===== config.mk =====
export PLATFORM = sky130hd
export DESIGN_NAME = cmp_match_unit
export DESIGN_NICKNAME = d
export VERILOG_FILES = /design/src/rtl/cmp_pkg.sv /design/src/rtl/cmp_detect.sv /design/src/rtl/cmp_decode.sv /design/src/rtl/cmp_match_unit.sv
export SDC_FILE = /design/constraint.sdc
export NUM_CORES = 1
export LEC_CHECK = 0
export ABC_AREA = 1
export BUFFER_PORTS_ARGS = -buffer_cell sky130_fd_sc_hd__buf_4
export CORE_MARGIN = 1.5
export CORE_UTILIZATION = 50
export CTS_BUF_LIST = sky130_fd_sc_hd__clkbuf_16
export CTS_CLUSTER_DIAMETER = 30
export DETAILED_ROUTE_END_ITERATION = 8
export HOLD_SLACK_MARGIN = 0.15
export PLACE_DENSITY = 0.85
export RECOVER_POWER = 25
export SYNTH_ARGS = -nofsm -noshare
export SYNTH_HDL_FRONTEND = slang
export SYNTH_SLANG_ARGS = --single-unit

===== constraint.sdc =====
create_clock -name clk -period 2.16 [get_ports clk]
set_input_delay 0.216 -clock clk [delete_from_list [all_inputs] [get_ports clk]]
set_output_delay 0.216 -clock clk [all_outputs]
set_load 0.01 [all_outputs]

===== src/rtl/cmp_pkg.sv =====
package cmp_pkg;
    localparam int MODE_W = 4;

    localparam logic [MODE_W-1:0] CM_OFF  = 4'b0000;
    localparam logic [MODE_W-1:0] CM_SET  = 4'b1000;
    localparam logic [MODE_W-1:0] CM_CLR  = 4'b1001;
    localparam logic [MODE_W-1:0] CM_SWI  = 4'b1010;
    localparam logic [MODE_W-1:0] CM_TRIG = 4'b1011;

    typedef struct packed {
        logic drive_hi;
        logic drive_lo;
        logic raise_flag;
        logic fire_trig;
    } cmp_action_t;
endpackage


===== src/rtl/cmp_detect.sv =====
module cmp_detect #(
    parameter int TMR_W = 16
) (
    input  logic             clk,
    input  logic             rst_n,
    input  logic [TMR_W-1:0] tmr_val,
    input  logic [TMR_W-1:0] cmp_val,
    output logic             evt
);
    typedef struct packed {
        logic [TMR_W-1:0] last_tmr;
        logic             hit;
    } det_state_t;

    det_state_t st_d, st_q;
    logic       eq;

    always_comb begin
        eq            = (tmr_val == cmp_val);
        evt           = eq && (!st_q.hit || (tmr_val != st_q.last_tmr));
        st_d          = st_q;
        st_d.last_tmr = tmr_val;
        st_d.hit      = eq;
    end

    always_ff @(posedge clk or negedge rst_n) begin
        if (!rst_n) begin
            st_q <= '0;
        end else begin
            st_q <= st_d;
        end
    end

    // an event is never repeated while the timer value is unchanged
    p_once_per_value_r9: assert property (@(posedge clk) disable iff (!rst_n)
        evt |=> !(evt && $stable(tmr_val)));
endmodule


===== src/rtl/cmp_decode.sv =====
module cmp_decode
    import cmp_pkg::*;
(
    input  logic [MODE_W-1:0] mode,
    input  logic              evt,
    output cmp_action_t       act
);
    always_comb begin
        act = '0;
        if (evt) begin
            unique case (mode)
                CM_SET: begin
                    act.drive_hi   = 1'b1;
                    act.raise_flag = 1'b1;
                end
                CM_CLR: begin
                    act.drive_lo   = 1'b1;
                    act.raise_flag = 1'b1;
                end
                CM_SWI: begin
                    act.raise_flag = 1'b1;
                end
                CM_TRIG: begin
                    act.raise_flag = 1'b1;
                    act.fire_trig  = 1'b1;
                end
                default: act = '0;
            endcase
        end
    end

    // the off code never yields an action
    always_comb begin
        if (mode == CM_OFF) begin
            a_off_no_action_r11: assert (act == '0);
        end
    end
endmodule


===== src/rtl/cmp_match_unit.sv =====
module cmp_match_unit
    import cmp_pkg::*;
#(
    parameter int TMR_W    = 16,
    parameter bit HAS_CONV = 1'b1
) (
    input  logic             clk,
    input  logic             rst_n,
    input  logic [TMR_W-1:0] tmr_val,
    input  logic             cmp_wr_en,
    input  logic [TMR_W-1:0] cmp_wr_data,
    input  logic             mode_wr_en,
    input  logic [3:0]       mode_wr_data,
    input  logic             flag_clr,
    input  logic             pin_tris_n,
    input  logic             conv_en,
    output logic             pin_out,
    output logic             pin_oe,
    output logic             cmp_flag,
    output logic             tmr_rst,
    output logic             conv_start
);
    typedef struct packed {
        logic [TMR_W-1:0]  cmp;
        logic [MODE_W-1:0] mode;
        logic              latch;
        logic              flag;
        logic              trig;
        logic              conv;
    } unit_state_t;

    unit_state_t st_d, st_q;
    logic        evt;
    cmp_action_t act;
    logic        conv_ok;

    cmp_detect #(.TMR_W(TMR_W)) u_detect (
        .clk     (clk),
        .rst_n   (rst_n),
        .tmr_val (tmr_val),
        .cmp_val (st_q.cmp),
        .evt     (evt)
    );

    cmp_decode u_decode (
        .mode (st_q.mode),
        .evt  (evt),
        .act  (act)
    );

    generate
        if (HAS_CONV) begin : g_conv
            assign conv_ok = conv_en;
        end else begin : g_noconv
            logic unused_conv_en;
            assign unused_conv_en = conv_en;
            assign conv_ok        = 1'b0;
        end
    endgenerate

    always_comb begin
        st_d = st_q;
        if (cmp_wr_en) begin
            st_d.cmp = cmp_wr_data;
        end
        if (mode_wr_en) begin
            st_d.mode = mode_wr_data;
        end
        if (mode_wr_en && (mode_wr_data == CM_OFF)) begin
            st_d.latch = 1'b0;
        end else if (act.drive_hi) begin
            st_d.latch = 1'b1;
        end else if (act.drive_lo) begin
            st_d.latch = 1'b0;
        end
        if (act.raise_flag) begin
            st_d.flag = 1'b1;
        end else if (flag_clr) begin
            st_d.flag = 1'b0;
        end
        st_d.trig = act.fire_trig;
        st_d.conv = act.fire_trig && conv_ok;
    end

    always_ff @(posedge clk or negedge rst_n) begin
        if (!rst_n) begin
            st_q <= '0;
        end else begin
            st_q <= st_d;
        end
    end

    assign pin_out    = st_q.latch;
    assign pin_oe     = ~pin_tris_n;
    assign cmp_flag   = st_q.flag;
    assign tmr_rst    = st_q.trig;
    assign conv_start = st_q.conv;

    // an acting match raises the flag on the next edge
    p_flag_set_r3: assert property (@(posedge clk) disable iff (!rst_n)
        (evt && act.raise_flag) |=> cmp_flag);
    // the flag holds without a clear strobe
    p_flag_hold_r3: assert property (@(posedge clk) disable iff (!rst_n)
        (cmp_flag && !flag_clr) |=> cmp_flag);
    // interrupt-only mode keeps the pin
    p_swi_pin_r4: assert property (@(posedge clk) disable iff (!rst_n)
        (evt && st_q.mode == CM_SWI && !mode_wr_en) |=> $stable(pin_out));
    // a timer reset strobe only follows a trigger-mode match
    p_trig_src_r5: assert property (@(posedge clk) disable iff (!rst_n)
        tmr_rst |-> ($past(evt) && $past(st_q.mode) == CM_TRIG));
    // conversion start only accompanies the trigger
    p_conv_gate_r6: assert property (@(posedge clk) disable iff (!rst_n)
        conv_start |-> tmr_rst);
    // writing the off code clears the latch
    p_zero_mode_r8: assert property (@(posedge clk) disable iff (!rst_n)
        (mode_wr_en && mode_wr_data == CM_OFF) |=> !pin_out);
    // inactive codes leave the pin alone
    p_other_codes_r11: assert property (@(posedge clk) disable iff (!rst_n)
        (evt && !act.raise_flag && !mode_wr_en) |=> $stable(pin_out));
endmodule


; Word-level counts from Yosys, hierarchy flattened
; Cells that the tools add are included.
[totals]
regBits = 41
inputBits = 43
output_inout_bits = 5
word_cells = 34
[op_classes]
n_eq_ne = 6
muxes = 10
bitwise_logic = 1
reduce_logical = 9
[ops]
columns = operator, n
row1 = $eq 16x16->1, 1
row2 = $eq 4x4->1 const B, 4
row3 = $ne 16x16->1, 1
row4 = $mux 1, 9
row5 = $logic_not 4->1, 1
row6 = $mux 4, 1
row7 = $reduce_or 4->1, 1
row8 = $logic_and 1x1->1, 3
row9 = $reduce_bool 3->1, 1
row10 = $reduce_bool 2->1, 1
row11 = $logic_not 1->1, 1
row12 = $logic_or 1x1->1, 1
row13 = $not 1->1, 1

; Logic depth before layout (Yosys ltp)
[logic_depth]
ltp_word = 7
mapped_depth = 10
mapped_depth_nobuf = 10

; Hierarchy
; From an unflattened synthesis, not the netlist that was laid out.
[hier_totals]
hier_cells = 278
hier_area_um2 = 2029.4
[by_module_without_submodules]
columns = mod, n_inst, cells_each, area_per_inst_um2, seq_area_each_um2
row1 = cmp_detect, 1, 167, 1029.7, 425.4
row2 = cmp_match_unit, 1, 100, 952.2, 600.6
row3 = cmp_decode, 1, 11, 47.5, 0.0

; Worst setup path before layout
; Ideal clock, no wire load.
[synth_path]
kind = reg-to-reg
start = reg st_q[23] (netlist name)
end = reg st_q (netlist bit pin_out)
arrival_time_ns = 1.070
t_required_ns = 2.043
path_slack_ns = 0.972
path_stages_with_launch = 9
period_less_slack_ns = 1.188
cell_sequence = dfrtp_1 -> xnor2_1 -> nand2_1 -> nor2_2 -> nand2_2 -> nor2_2 -> o211ai_1 -> nand3_1 -> nand2_1
[synth_via]
elab_chain_cells = 5
word_cells_on_any_way = 6
classes_between = eq/ne (1) / mux (3) / reduce/logical (2)
[synth_lines]
columns = element, line
row1 = "start, declared", cmp_match_unit.sv:32  ; unit_state_t st_d, st_q;
row2 = "start signal, assigned", cmp_match_unit.sv:89  ; st_q <= st_d;
row3 = $eq 16x16->1 *, cmp_detect.sv:19  ; eq = (tmr_val == cmp_val);
row4 = net u_detect.eq, cmp_detect.sv:16  ; logic eq;
row5 = $logic_and 1x1->1 *, cmp_detect.sv:20  ; evt = eq && (!st_q.hit || (tmr_val != st_q.last_tmr));
row6 = $mux 4 *, cmp_decode.sv:10  ; if (evt) begin
row7 = $mux 1, cmp_match_unit.sv:71  ; end else if (act.drive_hi) begin
row8 = $mux 1, cmp_match_unit.sv:69  ; if (mode_wr_en && (mode_wr_data == CM_OFF)) begin
; Mark *: on every way through the listed nets, which the timed path passes. The rest lies on a longest branch.
; A chain may end at the register's enable or synchronous reset.

; Worst setup path in the final report
[layout_path]
start = in tmr_val[13]
end = reg st_q (netlist bit pin_out)
[layout_via]
word_cells_on_any_way = 8
classes_between = eq/ne (2) / mux (3) / reduce/logical (3)
[layout_rtl]
columns = element, line
row1 = "start, declared", cmp_match_unit.sv:9  ; input logic [TMR_W-1:0] tmr_val,
row2 = $eq 16x16->1 *, cmp_detect.sv:19
row3 = net u_detect.eq, cmp_detect.sv:16
row4 = $logic_and 1x1->1 *, cmp_detect.sv:20
row5 = $mux 4 *, cmp_decode.sv:10
row6 = $mux 1, cmp_match_unit.sv:71
row7 = $mux 1, cmp_match_unit.sv:69
; Marks and branches as above.

==> out/qor.txt <==
CTS clk-pin slew, worst paths: 0.06 ns
Max Slew Vio Count: 0
Vias in the first global route: 1700
HPWL after detailed placement: 3.005 mm
Critical Path Slowest Stage Cell: dlygate4sd3_1
Antenna violations before repair: 0
Share of layout cells above drive strength 1: 19.03%
Synth Area per Inst: 8.446 um^2
DR vias/cell: 4.718
CP arrival: 1.80 ns
Yosys reg bits: 41
Synth warn: 0
Post-synthesis cell area: 0.001993 mm^2
Worst slew pin tran: 0.5073 ns
Clock power share: 38.4%
Setup CP Type: input pin to flip-flop
Tightest Hold Check Type: input pin to flip-flop
Post-cts sizing count: 0
CTS Buf Count: 5
Fin nets: 352
Fin. Hold Viols: 0
Core area: 0.003744 mm^2
Sequential-to-total area share from yosys stat: 51.48%
Starting Density: 53.24%
Rel. slew slack: 66.18%
Clock root cell: clkbuf_16
Seq pwr share: 46.6%
P_int: 0.001379 W
Fin crit share: 75.66%
Clk sinks: 41
Final GP Congestion: 0.8798
Maximum vdd drop: 0.0004409 V
Max incr delay on CP: 0.52 ns
Num rows: 22
Fin Clk Skew: 0.003008 ns
GRT Total Usage: 22.12%
Max cap viols: 0
Routed WL per cell: 11.74 um
Worst-path cell chain: dlygate4sd3_1, clkbuf_1, xnor2_1, nand2_1, nor2_1, nand2_1, nor2_2, o211ai_1, nand3_1, nand2_1
Via Count: 1689
Final Non-Filler Cells: 358
Post-route ant nets: 0
Switching power: 0.0004478 W
RSZ-0062 raised after global routing: false
DRC Markers: 0
Hold_sp: conv_en
Dpl cells: 329
CTS tree: done
Outcome: finished clean
Combinational share of power: 15.1%
Largest net degree at the start of global routing: 42
Max Fclk: 611.9 MHz
Ant diodes: 0
Clk buf depth: 2
Crit path launch type: input pin
Boundary Pins: 48
Switching Fraction: 24.51%
Critical Path Sink Type: flip-flop
Pwr/cell area: 680.2 mW/mm^2
R2R depth: 8
R2r setup slk: 0.77 ns
Synth-to-layout area growth: 34.78%
Synth Instances: 236
Clock Latency Late Sink: 0.28 ns
Pre-Repair DR Iteration Count: 4
Final setup fails: 0
# fillers: 312
Worst hold path depth: 3
R2R Path End: pin_out
Crit Path Max Fanout: 4
Setup TNS: 0 ns
Total wire length: 4.203 mm
Die ar.: 0.004374 mm^2
PortBufs: 47
Static Leak: 1.372 nW
Crit path required time: 2.33 ns
Final min period: 1.634 ns
CTS HTree Levels: 2
Yosys cell types: 22
Most Frequent Cell on Critical Path: nand2_1
Worst reg2reg startpoint: st_q[20]
DIE HEIGHT: 66.14 um
Syn nets: 279
Hold EP: conv_start
First-pass GRT wire length: 7.320 mm
Overflow after GRT: 0
Die width: 66.14 um
Initial drt markers: 122
==> critical path: cells and delay by family <==
kind                   cells  cell delay [ns]
buffers and inverters      2             0.71
AND/OR/NAND/NOR            6             0.62
XOR/XNOR                   1             0.14
AO/OA/AOI/OAI              1             0.12
==> registers in the layout, indices dropped and copies added, names as in the netlist <==
| signal | count |
|---|---|
| cmp_flag | 1 |
| conv_start | 1 |
| pin_out | 1 |
| st_q | 20 |
| tmr_rst | 1 |
| u_detect.st_q | 17 |
==> cells in the final DEF (no fill, tap or decap), drive strengths merged <==
cell	netlist	final
nand2	79	79
dfrtp	41	41
inv	39	40
buf	1	31
dlygate4sd3	0	21
clkbuf	1	21
nor2	19	19
mux2	12	12
xnor2	11	11
o21ai	10	10
nand3	7	7
nand4	5	5
nor3	3	3
xor2	2	2
nor4	2	2
nand3b	2	2
clkinv	0	2
or2	1	1
o211ai	1	1
==> per-stage QoR <==
| stage | worst slack [ns] | power (W) | util, % | hold WS, ns | area [um^2] |
|---|---|---|---|---|---|
| floorplan | 0.9721 | 0.001000 | - | -0.07959 | 1993 |
| global placement | 0.8505 | 0.001114 | 64.04 | 0.2217 | 2397 |
| detailed placement | 0.7949 | 0.001123 | 64.04 | 0.2249 | 2397 |
| CTS | 0.5677 | 0.001852 | 73.36 | 0.1513 | 2746 |
| global route | 0.4037 | 0.001914 | 71.76 | 0.1579 | 2686 |
| finish | 0.5257 | 0.001827 | 71.76 | 0.1521 | 2686 |
==> area by class of cell <==
type	count	area, um^2	share of cell area (%)
clock buffer	5	125.1	4.658
clock inverter	3	13.76	0.5123
inverter	39	146.4	5.449
multi-input combinational	154	812.0	30.23
sequential	41	1026	38.19
tap	48	60.06	2.236
timing repair buffer	68	503.0	18.72
==> synthesized netlist by cell type, drive strengths merged <==
cell | number | share of area [%]
inv | 39 | 7.3
or2 | 1 | 0.31
nor4 | 2 | 0.63
nand4 | 5 | 1.6
nand2 | 79 | 15
nand3 | 7 | 2.0
xor2 | 2 | 0.88
clkbuf | 1 | 0.19
xnor2 | 11 | 4.8
o21ai | 10 | 2.5
buf | 1 | 0.25
dfrtp | 41 | 51
nor3 | 3 | 1.0
nand3b | 2 | 0.75
o211ai | 1 | 0.38
nor2 | 19 | 4.0
mux2 | 12 | 6.8
==> metal layers <==
layer	up-vias	part of all wire [%]	global-route usage [%]
met5	-	0	0
met4	0	0.76	4.592
met3	6	4.5	5.622
met2	46	51	38.63
met1	768	43	27.70
li1	869	-	-
==> how the worst max path moves through the flow <==
stage                start       end  slack, ns  cells after the start
6_report       tmr_val[13]   pin_out       0.53                     10
5_1_grt        tmr_val[14]  cmp_flag       0.40                      9
4_1_cts        tmr_val[14]   pin_out       0.57                     12
3_5_place_dp      st_q[17]   pin_out       0.79                      8
3_3_place_gp      st_q[20]   pin_out       0.85                      8
2_1_floorplan     st_q[23]   pin_out       0.97                      8
==> kinds of logic after synthesis <==
family | synth area share (%)
buffers and inverters | 7.784
DFF | 51.48
and+or+nand+nor | 25.36
muxes | 6.780
AOI/OAI and AO/OA | 2.888
xor gates and xnor gates | 5.713
==> power by group through the flow <==
| stage | registers (W) | logic (W) | clock network, W |
|---|---|---|---|
| after floorplan | 0.000856 | 0.000144 | 0 |
| after global placement | 0.000861 | 0.000253 | 0 |
| after detailed placement | 0.000864 | 0.000259 | 0 |
| after CTS | 0.000851 | 0.000290 | 0.000711 |
| after global routing | 0.000858 | 0.000313 | 0.000744 |
| final | 0.000851 | 0.000275 | 0.000701 |
==> timing repair <==
action | in CTS | in global routing
setup buffers | 0 | 0
hold buffers | 21 | 0
hold endpoints to repair | 61 | 0
Note: power is estimated with default switching activity, not from simulation.
